File: src/rtl/pmx_pkg.sv
package pmx_pkg;
  localparam int NSAMP = 10;               // samples per block
  localparam int NACC  = 3;                // running sums
  localparam int PAIRS_PER_ACC = (NSAMP - 1) / NACC;
  localparam int FRAC  = 2;                // fractional bits, quarter terms exact
  localparam int COEF_INT_W = 2;           // every coefficient is below 4

  typedef enum logic [1:0] {
    K_TWO      = 2'd0,   // x2
    K_SEVEN_Q  = 2'd1,   // x1.75 = 2 - 1/4
    K_NINE_Q   = 2'd2    // x2.25 = 2 + 1/4
  } coef_e;

  function automatic coef_e kind_of(input int idx);
    case (idx)
      0:       return K_TWO;
      1:       return K_SEVEN_Q;
      default: return K_NINE_Q;
    endcase
  endfunction
endpackage

File: src/rtl/pmx_ctrl.sv
module pmx_ctrl
  import pmx_pkg::*;
#(
  parameter int N_SMP = NSAMP,
  parameter int N_ACC = NACC
) (
  input  logic             clk,
  input  logic             rst_n,
  input  logic             start_i,
  input  logic             valid_i,
  output logic             accept_o,
  output logic             busy_o,
  output logic [N_ACC-1:0] acc_en_o,
  output logic             done_o
);
  localparam int CW = $clog2(N_SMP);

  logic [CW-1:0]    cnt_q, cnt_d;
  logic [N_ACC-1:0] slot_q, slot_d;
  logic             busy_q, busy_d;
  logic             done_q, done_d;
  logic             pair_ok;

  always_comb begin
    accept_o = busy_q & valid_i & ~start_i;
    pair_ok  = accept_o & (cnt_q != '0);
    acc_en_o = pair_ok ? slot_q : '0;
    cnt_d    = cnt_q;
    slot_d   = slot_q;
    busy_d   = busy_q;
    done_d   = 1'b0;
    if (start_i) begin
      cnt_d  = '0;
      slot_d = N_ACC'(1);
      busy_d = 1'b1;
    end else if (accept_o) begin
      cnt_d = cnt_q + 1'b1;
      if (pair_ok) slot_d = {slot_q[N_ACC-2:0], slot_q[N_ACC-1]};
      if (cnt_q == CW'(N_SMP - 1)) begin
        busy_d = 1'b0;
        done_d = 1'b1;
      end
    end
  end

  always_ff @(posedge clk or negedge rst_n) begin
    if (!rst_n) begin
      cnt_q  <= '0;
      slot_q <= N_ACC'(1);
      busy_q <= 1'b0;
      done_q <= 1'b0;
    end else begin
      cnt_q  <= cnt_d;
      slot_q <= slot_d;
      busy_q <= busy_d;
      done_q <= done_d;
    end
  end

  assign busy_o = busy_q;
  assign done_o = done_q;

  // at most one sum takes a maximum per cycle
  p_one_slot_r2: assert property (@(posedge clk) disable iff (!rst_n)
    $onehot0(acc_en_o));
  // done never lasts two cycles
  p_done_pulse_r4: assert property (@(posedge clk) disable iff (!rst_n)
    done_q |=> !done_q);
  // done closes the block
  p_done_idle_r4: assert property (@(posedge clk) disable iff (!rst_n)
    done_q |-> !busy_q);
  // nothing is summed while idle
  p_idle_quiet_r5: assert property (@(posedge clk) disable iff (!rst_n)
    !busy_q |-> (acc_en_o == '0));
  // start always opens a block
  p_start_opens_r7: assert property (@(posedge clk) disable iff (!rst_n)
    start_i |=> (busy_q && !done_q));
endmodule

File: src/rtl/pmx_pairmax.sv
module pmx_pairmax #(
  parameter int DW = 8
) (
  input  logic          clk,
  input  logic          rst_n,
  input  logic          load_i,
  input  logic [DW-1:0] smp_i,
  output logic [DW-1:0] max_o
);
  logic [DW-1:0] prev_q, prev_d;
  logic [DW:0]   diff;
  logic          cur_wins;

  always_comb begin
    prev_d   = load_i ? smp_i : prev_q;
    diff     = {1'b0, smp_i} - {1'b0, prev_q};
    cur_wins = ~diff[DW] & (diff != '0);   // strictly positive difference
    max_o    = cur_wins ? smp_i : prev_q;
  end

  always_ff @(posedge clk or negedge rst_n) begin
    if (!rst_n) prev_q <= '0;
    else        prev_q <= prev_d;
  end

  // the chosen value is one of the pair and not below either
  p_pair_max_r3: assert property (@(posedge clk) disable iff (!rst_n)
    load_i |-> ((max_o >= smp_i) && (max_o >= prev_q) &&
                ((max_o == smp_i) || (max_o == prev_q))));
endmodule

File: src/rtl/pmx_scale.sv
module pmx_scale
  import pmx_pkg::*;
#(
  parameter int    SUM_W = 10,
  parameter int    RES_W = 14,
  parameter coef_e KIND  = K_TWO
) (
  input  logic [SUM_W-1:0] sum_i,
  output logic [RES_W-1:0] res_o
);
  logic [RES_W-1:0] fx, twice, quarter;

  assign fx      = RES_W'(sum_i) << FRAC;
  assign twice   = fx << 1;
  assign quarter = fx >> 2;

  generate
    if (KIND == K_TWO) begin : g_two
      assign res_o = twice;
    end else if (KIND == K_SEVEN_Q) begin : g_seven
      assign res_o = twice - quarter;
    end else begin : g_nine
      assign res_o = twice + quarter;
    end
  endgenerate
endmodule

File: src/rtl/pmx_accum.sv
module pmx_accum
  import pmx_pkg::*;
#(
  parameter int DW = 8
) (
  input  logic                  clk,
  input  logic                  rst_n,
  input  logic                  start_i,
  input  logic                  smp_valid_i,
  input  logic [DW-1:0]         smp_i,
  output logic [3*(DW+$clog2(PAIRS_PER_ACC+1)+COEF_INT_W+FRAC)-1:0] res_o,
  output logic                  done_o
);
  localparam int SUM_W = DW + $clog2(PAIRS_PER_ACC + 1);
  localparam int RES_W = SUM_W + COEF_INT_W + FRAC;

  logic             accept, busy;
  logic [NACC-1:0]  acc_en;
  logic [DW-1:0]    pair_max;
  logic [NACC-1:0][SUM_W-1:0] acc_q, acc_d;

  pmx_ctrl #(.N_SMP(NSAMP), .N_ACC(NACC)) u_ctrl (
    .clk      (clk),
    .rst_n    (rst_n),
    .start_i  (start_i),
    .valid_i  (smp_valid_i),
    .accept_o (accept),
    .busy_o   (busy),
    .acc_en_o (acc_en),
    .done_o   (done_o)
  );

  pmx_pairmax #(.DW(DW)) u_pmax (
    .clk   (clk),
    .rst_n (rst_n),
    .load_i(accept),
    .smp_i (smp_i),
    .max_o (pair_max)
  );

  genvar g;
  generate
    for (g = 0; g < NACC; g++) begin : g_acc
      always_comb begin
        if (start_i)        acc_d[g] = '0;
        else if (acc_en[g]) acc_d[g] = acc_q[g] + SUM_W'(pair_max);
        else                acc_d[g] = acc_q[g];
      end

      always_ff @(posedge clk or negedge rst_n) begin
        if (!rst_n) acc_q[g] <= '0;
        else        acc_q[g] <= acc_d[g];
      end

      pmx_scale #(.SUM_W(SUM_W), .RES_W(RES_W), .KIND(kind_of(g))) u_scale (
        .sum_i(acc_q[g]),
        .res_o(res_o[g*RES_W +: RES_W])
      );

      // adding a maximum never wraps the sum
      p_no_overflow_r8: assert property (@(posedge clk) disable iff (!rst_n)
        (acc_en[g] && !start_i) |-> (acc_d[g] >= acc_q[g]));
    end
  endgenerate

  // start leaves every sum at zero
  p_clear_r7: assert property (@(posedge clk) disable iff (!rst_n)
    start_i |=> (acc_q == '0));
  // once idle, results hold until a start
  p_hold_r6: assert property (@(posedge clk) disable iff (!rst_n)
    (!busy && !start_i) |=> $stable(res_o));
  // an edge without an accepted sample changes no sum
  p_no_take_r5: assert property (@(posedge clk) disable iff (!rst_n)
    (!accept && !start_i) |=> $stable(acc_q));
endmodule

File: config.mk
export PLATFORM = sky130hd
export DESIGN_NAME = pmx_accum
export DESIGN_NICKNAME = d
export VERILOG_FILES = /design/src/rtl/pmx_pkg.sv /design/src/rtl/pmx_ctrl.sv /design/src/rtl/pmx_pairmax.sv /design/src/rtl/pmx_scale.sv /design/src/rtl/pmx_accum.sv
export SDC_FILE = /design/constraint.sdc
export NUM_CORES = 1
export LEC_CHECK = 0
export CAP_MARGIN = 30
export CORE_MARGIN = 3
export CORE_UTILIZATION = 40
export CTS_CLUSTER_SIZE = 25
export DETAILED_ROUTE_END_ITERATION = 12
export HOLD_SLACK_MARGIN = 0.02
export MAX_ROUTING_LAYER = met4
export PLACE_DENSITY = 0.69
export RECOVER_POWER = 25
export SLEW_MARGIN = 20
export SYNTH_ARGS = -nofsm -noshare
export SYNTH_HDL_FRONTEND = slang
export SYNTH_SLANG_ARGS = --single-unit
File: constraint.sdc
create_clock -name clk -period 7.42 [get_ports clk]
set_input_delay 1.484 -clock clk [delete_from_list [all_inputs] [get_ports clk]]
set_output_delay 1.484 -clock clk [all_outputs]
set_load 0.03 [all_outputs]
Yosys cells after proc, flatten, opt, wreduce, memory -nomap -nowiden
Index checks and enable logic that the tools add are counted.
{ "classes": {"shift": 0, "mul": 0, "eq_ne": 1, "n_lt_le_gt_ge": 0, "n_bitwise": 6, "n_addsub": 7, "div_mod_pow": 0, "mux": 19, "n_reduce_logical": 10} }
{ "ops": {"columns": ["cell", "n"], "rows": [
  ["2-to-1 mux 10 bit", 6],
  ["adder 10 x 8 -> 10 bit", 3],
  ["adder 13 x 10 -> 14 bit", 1],
  ["subtractor 13 x 10 -> 14 bit", 1],
  ["2-to-1 mux 3 bit", 4],
  ["nonzero test 2 bit", 6],
  ["nonzero test 9 bit", 1],
  ["subtractor 8 x 8 -> 9 bit", 1],
  ["2-to-1 mux 4 bit", 2],
  ["2-to-1 mux 8 bit", 1],
  ["2-to-1 mux 1 bit", 6],
  ["adder 4 x 1 -> 4 bit, second input constant", 1],
  ["bitwise AND 1 bit", 4],
  ["== test 4 bit, second input constant", 1],
  ["AND reduction 2 bit", 2],
  ["nonzero test 4 bit", 1],
  ["inverter 1 bit", 2]
]} }
{ "word_totals": {"ramBits": 0, "latch_bits": 0, "mem_bits_ro": 0, "output_inout_bits": 43, "memories": 0, "ff_bits": 47} }

Depth between registers and ports, before layout
Gate-level depths: netlist (run 1).
{ "depth": {"word_depth": 7, "depth_mapped": 17} }

Hierarchy
From an unflattened synthesis (run 1), not the netlist that was laid out.
{ "hier_totals": {"cells_unflattened": 517, "area_unflattened_um2": 4556.9} }
{ "modules_own_cells": {"columns": ["module", "instances", "area_per_inst_um2", "seq_area_each_um2", "cells_each"], "rows": [
  ["pmx_accum", 1, 2280.9, 750.7, 249],
  ["pmx_pairmax", 1, 774.5, 200.2, 83],
  ["pmx_scale (g_acc[1].u_scale)", 1, 529.3, 0.0, 72],
  ["pmx_ctrl", 1, 467.9, 226.5, 44],
  ["pmx_scale (g_acc[2].u_scale)", 1, 395.4, 0.0, 54],
  ["pmx_scale (g_acc[0].u_scale)", 1, 108.9, 0.0, 15]
]} }

Worst setup path after synthesis (run 1)
OpenSTA, ideal clock, no wires.
{ "synth_timing": {"path_type": "input-to-reg", "startpoint": "input smp_i[0]", "endpoint": "register acc_q[28] (netlist bit)", "t_arrival_ns": 5.061, "required_time_ns": 7.274, "stages": 17, "slack_ns": 2.213, "path_cell_list": "inv_1 -> ha_1 -> fa_1 -> nand2b_1 -> a21oi_1 -> o211a_1 -> o21ai_0 -> a32oi_4 -> mux2_4 -> ha_1 -> fa_1 -> a21o_1 -> a21oi_1 -> o21bai_1 -> a31oi_1 -> mux2i_1 -> o311ai_0"} }
{ "synth_via": {"elab_chain_len": 7} }
{ "synth_lines": {"columns": ["element", "line", "text"], "rows": [
  ["from (decl)", "pmx_accum.sv:10", "input logic [DW-1:0] smp_i,"],
  ["subtractor 8 x 8 -> 9 bit", "pmx_pairmax.sv:16", "diff = {1'b0, smp_i} - {1'b0, prev_q};"],
  ["nonzero test 9 bit or inverter 1 bit (tied branches)", "pmx_pairmax.sv:17", "cur_wins = ~diff[DW] & (diff != '0);"],
  ["bitwise AND 1 bit", "pmx_pairmax.sv:17", null],
  ["2-to-1 mux 8 bit *", "pmx_pairmax.sv:18", "max_o = cur_wins ? smp_i : prev_q;"],
  ["adder 10 x 8 -> 10 bit *", "pmx_accum.sv:46", "else if (acc_en[g]) acc_d[g] = acc_q[g] + SUM_W'(pair_max);"],
  ["2-to-1 mux 10 bit *", "pmx_accum.sv:46", null],
  ["2-to-1 mux 10 bit *", "pmx_accum.sv:45", "if (start_i) acc_d[g] = '0;"],
  ["to (signal, indexed assignment)", "pmx_accum.sv:52", "else acc_q[g] <= acc_d[g];"],
  ["to (decl)", "pmx_accum.sv:20", "logic [NACC-1:0][SUM_W-1:0] acc_q, acc_d;"]
]} }
Every way passes the cells marked *; elsewhere a longest branch is shown, timed or not. The select of a mux whose other input is x is not followed.
A chain may end at the register's enable or synchronous reset.

Worst setup path after layout (run 1)
Same ends and word-level chain as after synthesis.

==> impl_results.md, run 1 <==
- Comb pwr share: 45.4%
- Routed WL: 10,300 um
- Synth async-reset ratio: 100%
- Register area share after synthesis: 26.0%
- Tightest Hold Check Type: reg -> reg
- Sink Count: 47
- R2r setup slk: 2.94 ns
- Via Count: 3,847
- Number of diodes: 0
- Kind of critical path: in -> reg
- First-pass GRT wire length: 17,500 um
- Clk network pwr share: 24.2%
- Fillers: 1,060
- Fin crit share: 78.8%
- Setup TNS: 0 ns
- Slew Limit Fails: 48
- Inserted Clock Buffers: 5
- H-Tree Depth: 2
- Cell Rows: 38
- Largest net degree at the start of global routing: 48
- CP Max Fanout: 8
- Design Area, Final: 0.00520 mm2
- Achievable Freq: 171 MHz
- Vias in the first global route: 3,742
- Top-level I/O count: 55
- Share of layout cells above drive strength 1: 7.41%
- Final routed DRC violation total: 0
- Switching Share: 38.8%
- Drt first-iter violations: 152
- All-Layer GR Usage: 16.9%
- Met3 Wirelength: 389 um
- Post-CTS setup buffer count: 0
- Grt ovf: 0
- Die Height: 112 um
- Post-layout power: 0.976 mW
- Reg2Reg Depth: 16
- Reg power frac: 30.4%
- Synth area leaders: dfrtp_1, ha_1, xnor2_1
- Period minus WS final: 5.84 ns
- Clk_lat worst skew: 0.29 ns
- DP HPWL: 7950 um
- Area delta synth->final: 14.8%
- Nets: 619
- Post-DRT Antenna Nets: 0
- Failing checks: capacitance limit, slew limit
- CTS tree: done
- Total iterations of the first detailed-routing run: 4
- Internal power: 0.597 mW
- Starting Density: 41.4%
- WL/cell: 14.9 um
- Leak Pwr: 2.35 nW
- Yosys cell types: 65
- Vias/cell: 5.55
- Synth area leader: dfrtp_1
- GPL Wtd Cong: 0.885
- Hold path depth: 2
- Initial antenna violation count: 0
- Setup violators final: 0
- Area share of the largest cell type after synthesis: 25.4%
- Wire length on met1: 4750 um
- Clk slew on worst S/H paths: 0.07 ns
- Setup crit end kind: flip-flop
- Worst rel slew slack: -70.5%
- Hold Startpoint: u_ctrl.slot_q[1]
- Chip width: 112 um
- R2R Path Start: u_pmax.prev_q[0]
- Root buffer cell: clkbuf_16
- Synth Flop Type: dfrtp_1
- Reg2reg end: acc_q[28]
- P_sw: 0.379 mW
- Worst setup SP type: input pin
- Max cap viols: 1
- Synth warn: 0
- Hold buffers post-CTS: 0
- CTS resizes: 0
- Clock Skews: 0.00732 ns
- Average cell area after synthesis: 8.69 um2
- WP data required: 7.58 ns
- Final hold slack: 0.505 ns
- Synthesized area: 0.00453 mm2
- Worst-Margin Slew: 2.56 ns
- Post-Syn Instances: 521
- Hold endpoint: u_ctrl.slot_q[1]
- Worst vdd ir: 0.138 mV
- Outcome: finished with violations
- Unrepaired setup endpoints after global routing: false
- DR top layer: met4
- Die area: 0.0126 mm2
- Cell Area, Placed: 0.00504 mm2
- Number of synthesized flops with an enable pin: 0
- Flops & latches, synth: 47
- Max Root-Sink Buffers: 2
- Power Density: 188 mW/mm2
- Core outline area: 0.0109 mm2
- Count of input and output buffers: 50
- Met2 wire len: 5120 um
- Final hold vios: 0
- Worst Path Arrival: 6.00 ns
critical path, stage by stage:
cell	delay, ns
clkdlybuf4s50_1	0.50
inv_1	0.06
ha_1	0.25
fa_1	0.42
nand2b_1	0.20
a21oi_1	0.23
o211a_1	0.17
o21ai_0	0.14
a32oi_4	0.43
mux2_4	0.38
ha_1	0.22
fa_1	0.40
a21o_1	0.19
a21oi_1	0.24
o21bai_1	0.13
a31oi_1	0.23
mux2i_1	0.20
o311ai_0	0.13
state kept, by name, indices dropped and copies added, names as in the netlist:
name and cells:
u_ctrl.busy_o 1, u_ctrl.done_o 1, u_pmax.prev_q 8, acc_q 30, u_ctrl.slot_q 3, u_ctrl.cnt_q 4
final cells by class:
class	instances	area, um2	area share [%]
clock buffer	6	139	2.67
sequential	47	1180	22.7
inverter	42	158	3.03
multi-input combinational	402	3010	58.0
timing repair buffer	54	519	9.99
clock inverter	2	16.3	0.313
tap	140	175	3.37
layer usage:
layer / vias up / GRT usage (%)
met5: - / -
met2: 88 / 29.2
li1: 1928 / -
met4: 0 / 3.53
met1: 1826 / 21.6
met3: 5 / 1.94
power groups by stage:
stage | clock network [mW] | registers (mW) | logic [mW]
6_report | 0.237 | 0.297 | 0.443
2_1_floorplan | 0 | 0.294 | 0.329
5_1_grt | 0.249 | 0.300 | 0.483
3_3_place_gp | 0 | 0.300 | 0.430
4_1_cts | 0.242 | 0.297 | 0.443
3_5_place_dp | 0 | 0.302 | 0.441
synthesized netlist by cell type (all sizes together), types with 4 or more instances:
cell type and instances:
ha 50, dfrtp 46, inv 41, nor2 36
nand2 35, o21ai 32, nand3 31, a21oi 30
buf 21, xnor2 20, a21o 18, mux2 13
nor4b 13, clkbuf 12, xor2 12, nor3b 9
nor3 8, a211oi 6, a311oi 6, a31oi 6
a31o 5, fa 5, mux2i 5, nor2b 5
o21a 5, o31ai 4
how the worst max path moves through the flow:
stage | endpoint | slack (ns) | start
after floorplan | acc_q[28] | 2.21 | smp_i[0]
after global placement | acc_q[17] | 1.30 | smp_i[0]
after detailed placement | acc_q[17] | 1.12 | smp_i[0]
after CTS | acc_q[17] | 1.41 | smp_i[0]
after global routing | acc_q[17] | 1.25 | smp_i[0]
final | acc_q[28] | 1.58 | smp_i[0]
cell families (layout without fill, tap and decap cells):
logic type	after synthesis	after routing	share of synthesized area (%)
buf+inv	75	104	7.74
xor+xnor	32	32	6.36
flops	47	47	26.0
fa+ha+maj	55	55	16.0
other cells	1	4	0.0828
simple gates	159	159	18.7
compound gates	134	134	20.2
mux	18	18	4.92
cells in the final DEF (no fill, tap or decap), types with 3 or more instances in the layout:
master,netlist,routed
nand3b_1,3,3
nand2_1,35,35
a21o_1,17,17
a21oi_1,30,30
nor3_1,8,8
mux2i_1,5,5
and4_1,3,3
nor2b_1,4,4
mux2_4,7,7
xor2_1,11,11
or3_1,3,3
a311oi_1,6,6
a31o_2,5,5
conb_1,1,4
a31oi_1,6,6
o21bai_1,3,3
fa_1,5,5
o31ai_1,4,4
clkbuf_16,0,5
clkdlybuf4s50_1,0,49
dfrtp_1,46,46
ha_1,50,50
o21a_1,5,5
xnor2_1,20,20
o21ai_0,30,30
nor4b_1,13,13
nor2_1,36,36
a22o_1,3,3
nand3_1,31,31
inv_1,40,40
mux2_2,6,6
nor3b_1,9,9
o211ai_1,3,3
a211oi_1,5,5
metrics by stage:
stage | std cells | utilization [%] | worst slack, ns
floorplan | 524 | - | 2.21
CTS | 692 | 47.5 | 1.41
finish | 693 | 47.5 | 1.58
detailed placement | 684 | 46.1 | 1.12
global placement | 684 | 46.1 | 1.30
global route | 693 | 47.5 | 1.25
(Power assumes the default switching activity.)
==> run 2, diff against run 1 <==
clock period = 5.4 ns   (was 7.42 ns; I/O delays follow)
==> impl_results.md, run 2 (synthesis gave the netlist of run 1 again) <==
- Outcome: finished with violations
- Failing checks: capacitance limit, slew limit
- Max FFs per register: 30 (unchanged)
- CP Max Fanout: 7 (-1)
- Hold buffers post-CTS: 0 (unchanged)
- Hold endpoint: u_ctrl.slot_q[0]
- Slew Limit Fails: 48 (unchanged)
- Setup TNS: 0 ns (unchanged)
- Worst rel slew slack: -76.4% (-5.9 points)
- Nets: 627 (+1.3%)
- Worst vdd ir: 0.180 mV (+31%)
- Achievable Freq: 196 MHz
- Largest registers: acc_q (30), u_pmax.prev_q (8), u_ctrl.cnt_q (4)
- Grt ovf: 0 (unchanged)
- Hold Startpoint: u_ctrl.slot_q[0]
- Starting Density: 41.4% (unchanged)
- Clk slew on worst S/H paths: 0.07 ns (about the same)
- R2R Path Start: u_pmax.prev_q[0]
- Share of layout cells above drive strength 1: 8.91% (+1.5 points)
- Unrepaired setup endpoints after global routing: false
- R2r setup slk: 1.26 ns (-1.68 ns)
- Inserted Clock Buffers: 5 (unchanged)
- WL/cell: 14.8 um (-0.49%)
- Core outline area: 0.0109 mm2 (unchanged)
- Number of diodes: 0 (unchanged)
- Total iterations of the first detailed-routing run: 4 (unchanged)
- Commonest non-fill, non-tap cell in the layout: ha_1
- Clk_lat worst skew: 0.29 ns (about the same)
- Post-DRT Antenna Nets: 0 (unchanged)
- Area delta synth->final: 16.2%
- Reg2Reg Depth: 17 (+1)
- Reg2reg end: acc_q[17]
- Drt first-iter violations: 178 (+17%)
- Critical path's most frequent cell: a21oi_1
- Via Count: 3,918 (+1.8%)
- Worst-Margin Slew: 2.65 ns (+0.0879 ns)
- Root buffer cell: clkbuf_16
- Vias in the first global route: 3,779 (+0.99%)
- Period minus WS final: 5.10 ns
- Top-level I/O count: 55 (unchanged)
- Die area: 0.0126 mm2 (unchanged)
- Post-layout power: 1.34 mW (+38%)
- Sink Count: 47 (unchanged)
- Internal power: 0.826 mW (+38%)
- Clock Skews: 0.00567 ns (-0.00166 ns)
- Routed WL: 10,400 um (+0.66%)
- Worst-path cell chain: clkdlybuf4s50_1 > inv_1 > ha_1 > fa_1 > nand2b_1 > a21oi_1 > o211a_1 > o21ai_0 > a32oi_4 > buf_4 > mux2i_1 > buf_4 > ha_1 > a21o_1 > a21oi_1 > o21ai_0 > a21oi_1 > nor4b_1 > a211o_1
- Most frequent cells in the layout: ha_1, clkdlybuf4s50_1, dfrtp_1
- Reg power frac: 30.4% (about the same)
- Cell Area, Placed: 0.00511 mm2 (+1.3%)
- GPL Wtd Cong: 0.880 (-0.53%)
- Final routed DRC violation total: 0 (unchanged)
- H-Tree Depth: 2 (unchanged)
- Tightest Hold Check Type: reg -> reg
- Worst setup SP type: input pin
- Fin worst setup slack: 0.299 ns (-1.28 ns)
- Max Root-Sink Buffers: 2 (unchanged)
- First-pass GRT wire length: 17,800 um (+2.0%)
- CTS tree: done
- Setup violators final: 0 (unchanged)
- Final hold vios: 0 (unchanged)
- Setup crit end kind: flip-flop
- Crit-path slowest cell: clkdlybuf4s50_1
- Design Area, Final: 0.00526 mm2 (+1.2%)
- All-Layer GR Usage: 17.2% (+0.32 points)
- Fin crit share: 94.5%
- Vias/cell: 5.59 (+0.68%)
- Kind of critical path: in -> reg
- Hold path depth: 2 (unchanged)
- WP data required: 5.58 ns (-2.00 ns)
- Worst slack at placement: -0.0498 ns (-1.17 ns)
- Switching Share: 38.5% (-0.32 points)
- Die Height: 112 um (unchanged)
- DP HPWL: 7930 um (-0.18%)
- Count of input and output buffers: 50 (unchanged)
- Initial antenna violation count: 0 (unchanged)
- Chip width: 112 um (unchanged)
- Cell Rows: 38 (unchanged)
- Largest net degree at the start of global routing: 48 (unchanged)
- Power Density: 255 mW/mm2 (+36%)
- Comb pwr share: 45.9% (+0.5 points)
- WP buf/inv: 4 (+2)
- P_sw: 0.517 mW (+36%)
- Max cap viols: 1 (unchanged)
- Top reg by flops: acc_q
- Leak Pwr: 2.39 nW (+1.6%)
- Clk network pwr share: 23.8% (-0.4 points)
- Worst Path Arrival: 5.28 ns (-0.72 ns)
- Delay-heaviest family, CP: compound AO/OA/AOI/OAI gates
- Max incr delay on CP: 0.50 ns (about the same)
[run 2: cell type report]
type / instances / area, um2
clock buffers: 7 / 143
clock inverters: 1 / 5.00
fillers: 1042 / 5680
inverters: 42 / 158
multi-input cells: 402 / 3020
flip-flops and latches: 47 / 1180
well taps: 140 / 175
repair buffers: 62 / 582
[run 2: metal layers]
layer	wire (um)	GRT usage, %	vias up
met3	383	2.43	14
li1	-	-	1944
met1	4910	22.5	1881
met4	131	3.69	0
met5	0	-	-
met2	4990	28.7	79
[run 2: timing repair]
item	CTS	global route
buffers inserted	0	0
endpoints found under the setup margin	0	1
resized for setup	0	2
[run 2: worst max path at each step]
stage | from | to | cells after the start
after floorplan | smp_i[0] | acc_q[28] | 17
after global placement | smp_i[0] | acc_q[28] | 18
after detailed placement | smp_i[0] | acc_q[28] | 18
after CTS | smp_i[0] | acc_q[28] | 18
after global routing | smp_i[0] | acc_q[28] | 18
final | smp_i[0] | acc_q[17] | 19
[run 2: power by group through the flow]
stage                     clock, mW  combinational (mW)  sequential, mW
after floorplan                   0               0.452           0.404
after global placement            0               0.602           0.412
after detailed placement          0               0.614           0.414
after CTS                     0.328               0.615           0.408
after global routing          0.339               0.671           0.412
final                         0.319               0.616           0.408
[run 2: metrics by stage]
step                util (%)  hold WS (ns)  cells
floorplan                  -         0.461    524
global placement        46.7         0.486    693
detailed placement      46.7         0.492    693
CTS                     48.1         0.508    701
global route            48.1         0.535    701
finish                  48.1         0.508    701
[run 2: worst reg2reg max path, cell delays in order (launching register included)]
cell      delay, ns
dfrtp_1        0.41
ha_1           0.23
fa_1           0.40
nand2b_1       0.20
a21oi_1        0.25
o211a_1        0.17
o21ai_0        0.15
a32oi_4        0.21
buf_4          0.23
mux2i_1        0.21
buf_4          0.20
ha_1           0.25
a21o_1         0.16
a21oi_1        0.25
o21ai_0        0.19
a21oi_1        0.22
nor4b_1        0.08
a211o_1        0.25
==> run 3, diff against run 2 <==
CTS_BUF_LIST = sky130_fd_sc_hd__clkbuf_2   (was default)
CTS_CLUSTER_DIAMETER = 100   (was default)
SLEW_MARGIN = 10   (was 20)
==> impl_results.md, run 3 (synthesis gave the netlist of run 1 again) <==
- Outcome: finished with violations
- Failing checks: capacitance limit, slew limit
- Total iterations of the first detailed-routing run: 5 (+1)
- Unrepaired setup endpoints after global routing: false
- Largest net degree at the start of global routing: 48 (unchanged)
- Slew Limit Fails: 48 (unchanged)
- Die Height: 112 um (unchanged)
- Clk slew on worst S/H paths: 0.25 ns (+0.18 ns)
- Post-DRT Antenna Nets: 0 (unchanged)
- Tightest Hold Check Type: reg -> reg
- Worst slack at placement: -0.0498 ns (unchanged)
- Post-CTS setup buffer count: 0 (unchanged)
- Leak Pwr: 2.34 nW (-1.9%)
- Worst rel slew slack: -74.7% (+1.7 points)
- Internal power: 0.674 mW (-18%)
- WL/cell: 14.7 um (-0.71%)
- GPL Wtd Cong: 0.880 (unchanged)
- Sink Count: 47 (unchanged)
- Via Count: 3,907 (-0.28%)
- Layout Cells excl Fill: 701 (unchanged)
- Top reg by flops: acc_q
- Power Density: 228 mW/mm2 (-11%)
- DP HPWL: 7930 um (unchanged)
- Root buffer cell: clkbuf_2
- Most frequent cells in the layout: ha_1, clkdlybuf4s50_1, dfrtp_1
- Switching Share: 42.4% (+3.9 points)
- Grt ovf: 0 (unchanged)
- CTS resizes: 0 (unchanged)
- Max Root-Sink Buffers: 2 (unchanged)
- H-Tree Depth: 2 (unchanged)
- P_sw: 0.496 mW (-4.0%)
- Area delta synth->final: 13.6%
- Clock Skews: 0.0290 ns (+0.0234 ns)
- Vias in the first global route: 3,789 (+0.26%)
- All-Layer GR Usage: 17.2% (-0.047 points)
- CP Max Fanout: 3 (-4)
- Setup crit end kind: flip-flop
- Achievable Freq: 202 MHz (+3.1%)
- Design Area, Final: 0.00514 mm2 (-2.2%)
- Vias/cell: 5.57 (-0.28%)
- Drt first-iter violations: 226 (+27%)
- Fin crit share: 91.6% (-2.9 points)
- Clk_lat worst skew: 0.42 ns (+0.13 ns)
- Fin worst setup slack: 0.454 ns (+0.154 ns)
- Routed WL: 10,300 um (-0.71%)
- Cell Rows: 38 (unchanged)
- Hold buffers post-CTS: 0 (unchanged)
- Setup violators final: 0 (unchanged)
- Period minus WS final: 4.95 ns (-0.154 ns)
- Comb pwr share: 52.5% (+6.6 points)
- Initial antenna violation count: 0 (unchanged)
- Largest registers: acc_q (30), u_pmax.prev_q (8), u_ctrl.cnt_q (4)
- Share of layout cells above drive strength 1: 8.56% (-0.36 points)
- Commonest non-fill, non-tap cell in the layout: ha_1
- CTS tree: done
- Final routed DRC violation total: 0 (unchanged)
- Die area: 0.0126 mm2 (unchanged)
- Starting Density: 41.4% (unchanged)
- Max cap viols: 1 (unchanged)
- Worst setup SP type: input pin
- Count of input and output buffers: 50 (unchanged)
- Clk network pwr share: 12.6% (-11 points)
- Cell Area, Placed: 0.00511 mm2 (unchanged)
- Kind of critical path: in -> reg
- Core outline area: 0.0109 mm2 (unchanged)
- Number of diodes: 0 (unchanged)
- Chip width: 112 um (unchanged)
- Max FFs per register: 30 (unchanged)
- Worst Path Arrival: 5.27 ns (about the same)
- WP data required: 5.72 ns (+0.14 ns)
- First-pass GRT wire length: 17,800 um (unchanged)
- Reg power frac: 34.9% (+4.5 points)
- Final hold vios: 0 (unchanged)
- Worst vdd ir: 0.180 mV (about the same)
- Nets: 627 (unchanged)
- Top-level I/O count: 55 (unchanged)
- Cell count after placement: 693 (unchanged)
- Worst-Margin Slew: 2.62 ns (-0.0254 ns)
- Inserted Clock Buffers: 5 (unchanged)
- Final core occ: 47.0% (-1.1 points)
run 3: changes by cell type in the layout (fill, tap and decap cells not counted):
cell       change
clkinv_1       +1
a211oi_2       -1
a21oi_1        +1
clkbuf_1       -1
a21oi_2        -1
clkbuf_8       -1
clkbuf_16      -5
a211oi_1       +1
clkbuf_2       +6
run 3: cell type report:
cell class	count	area [um2]
Clock inverter	2	8.76
Timing Repair Buffer	62	582
Clock buffer	6	30.0
Tap cell	140	175
Sequential cell	47	1180
Fill cell	1054	5790
Inverter	42	158
Multi-Input combinational cell	402	3010
run 3: final timing paths:
kind	slack, ns	depth (start not counted)	start	to
worst min-delay path	0.53	2	u_ctrl.slot_q[0]	u_ctrl.slot_q[0]
worst max register to register	1.24	16	u_pmax.prev_q[0]	acc_q[28]
worst max-delay path	0.45	18	smp_i[0]	acc_q[28]
max in group asynchronous	2.40	2	rst_n	acc_q[27]
min in group asynchronous	1.53	2	rst_n	acc_q[12]
worst min register to register	0.53	2	u_ctrl.slot_q[0]	u_ctrl.slot_q[0]
run 3: power by group through the flow:
stage	registers (mW)	clock network, mW	logic [mW]
after CTS	0.408	0.158	0.615
after detailed placement	0.414	0	0.614
final	0.408	0.148	0.614
after floorplan	0.404	0	0.452
after global placement	0.412	0	0.602
after global routing	0.413	0.170	0.670
run 3: layer usage:
metal,track usage [%],part of all wire [%],vias up
li1,-,-,1942
met1,22.6,47,1863
met2,28.5,48,92
met3,1.94,4.0,10
met4,4.17,1.2,0
met5,-,0,-
run 3: worst max-delay path, cell delays in order:
cell,delay [ns]
clkdlybuf4s50_1,0.50
inv_1,0.06
ha_1,0.23
fa_1,0.40
nand2b_1,0.19
a211oi_1,0.20
o221ai_1,0.16
a211oi_2,0.29
a32oi_4,0.15
mux2_4,0.35
ha_1,0.21
fa_1,0.41
a21o_1,0.19
a21oi_1,0.18
o21bai_1,0.10
a31oi_1,0.20
mux2i_1,0.19
o311ai_0,0.15
run 3: stage by stage:
stage	hold WS (ns)	power [mW]	setup TNS (ns)
after floorplan	0.461	0.856	0
after global placement	0.486	1.01	0
final	0.527	1.17	0
after global routing	0.555	1.25	0
after CTS	0.527	1.18	0
after detailed placement	0.492	1.03	-0.0498
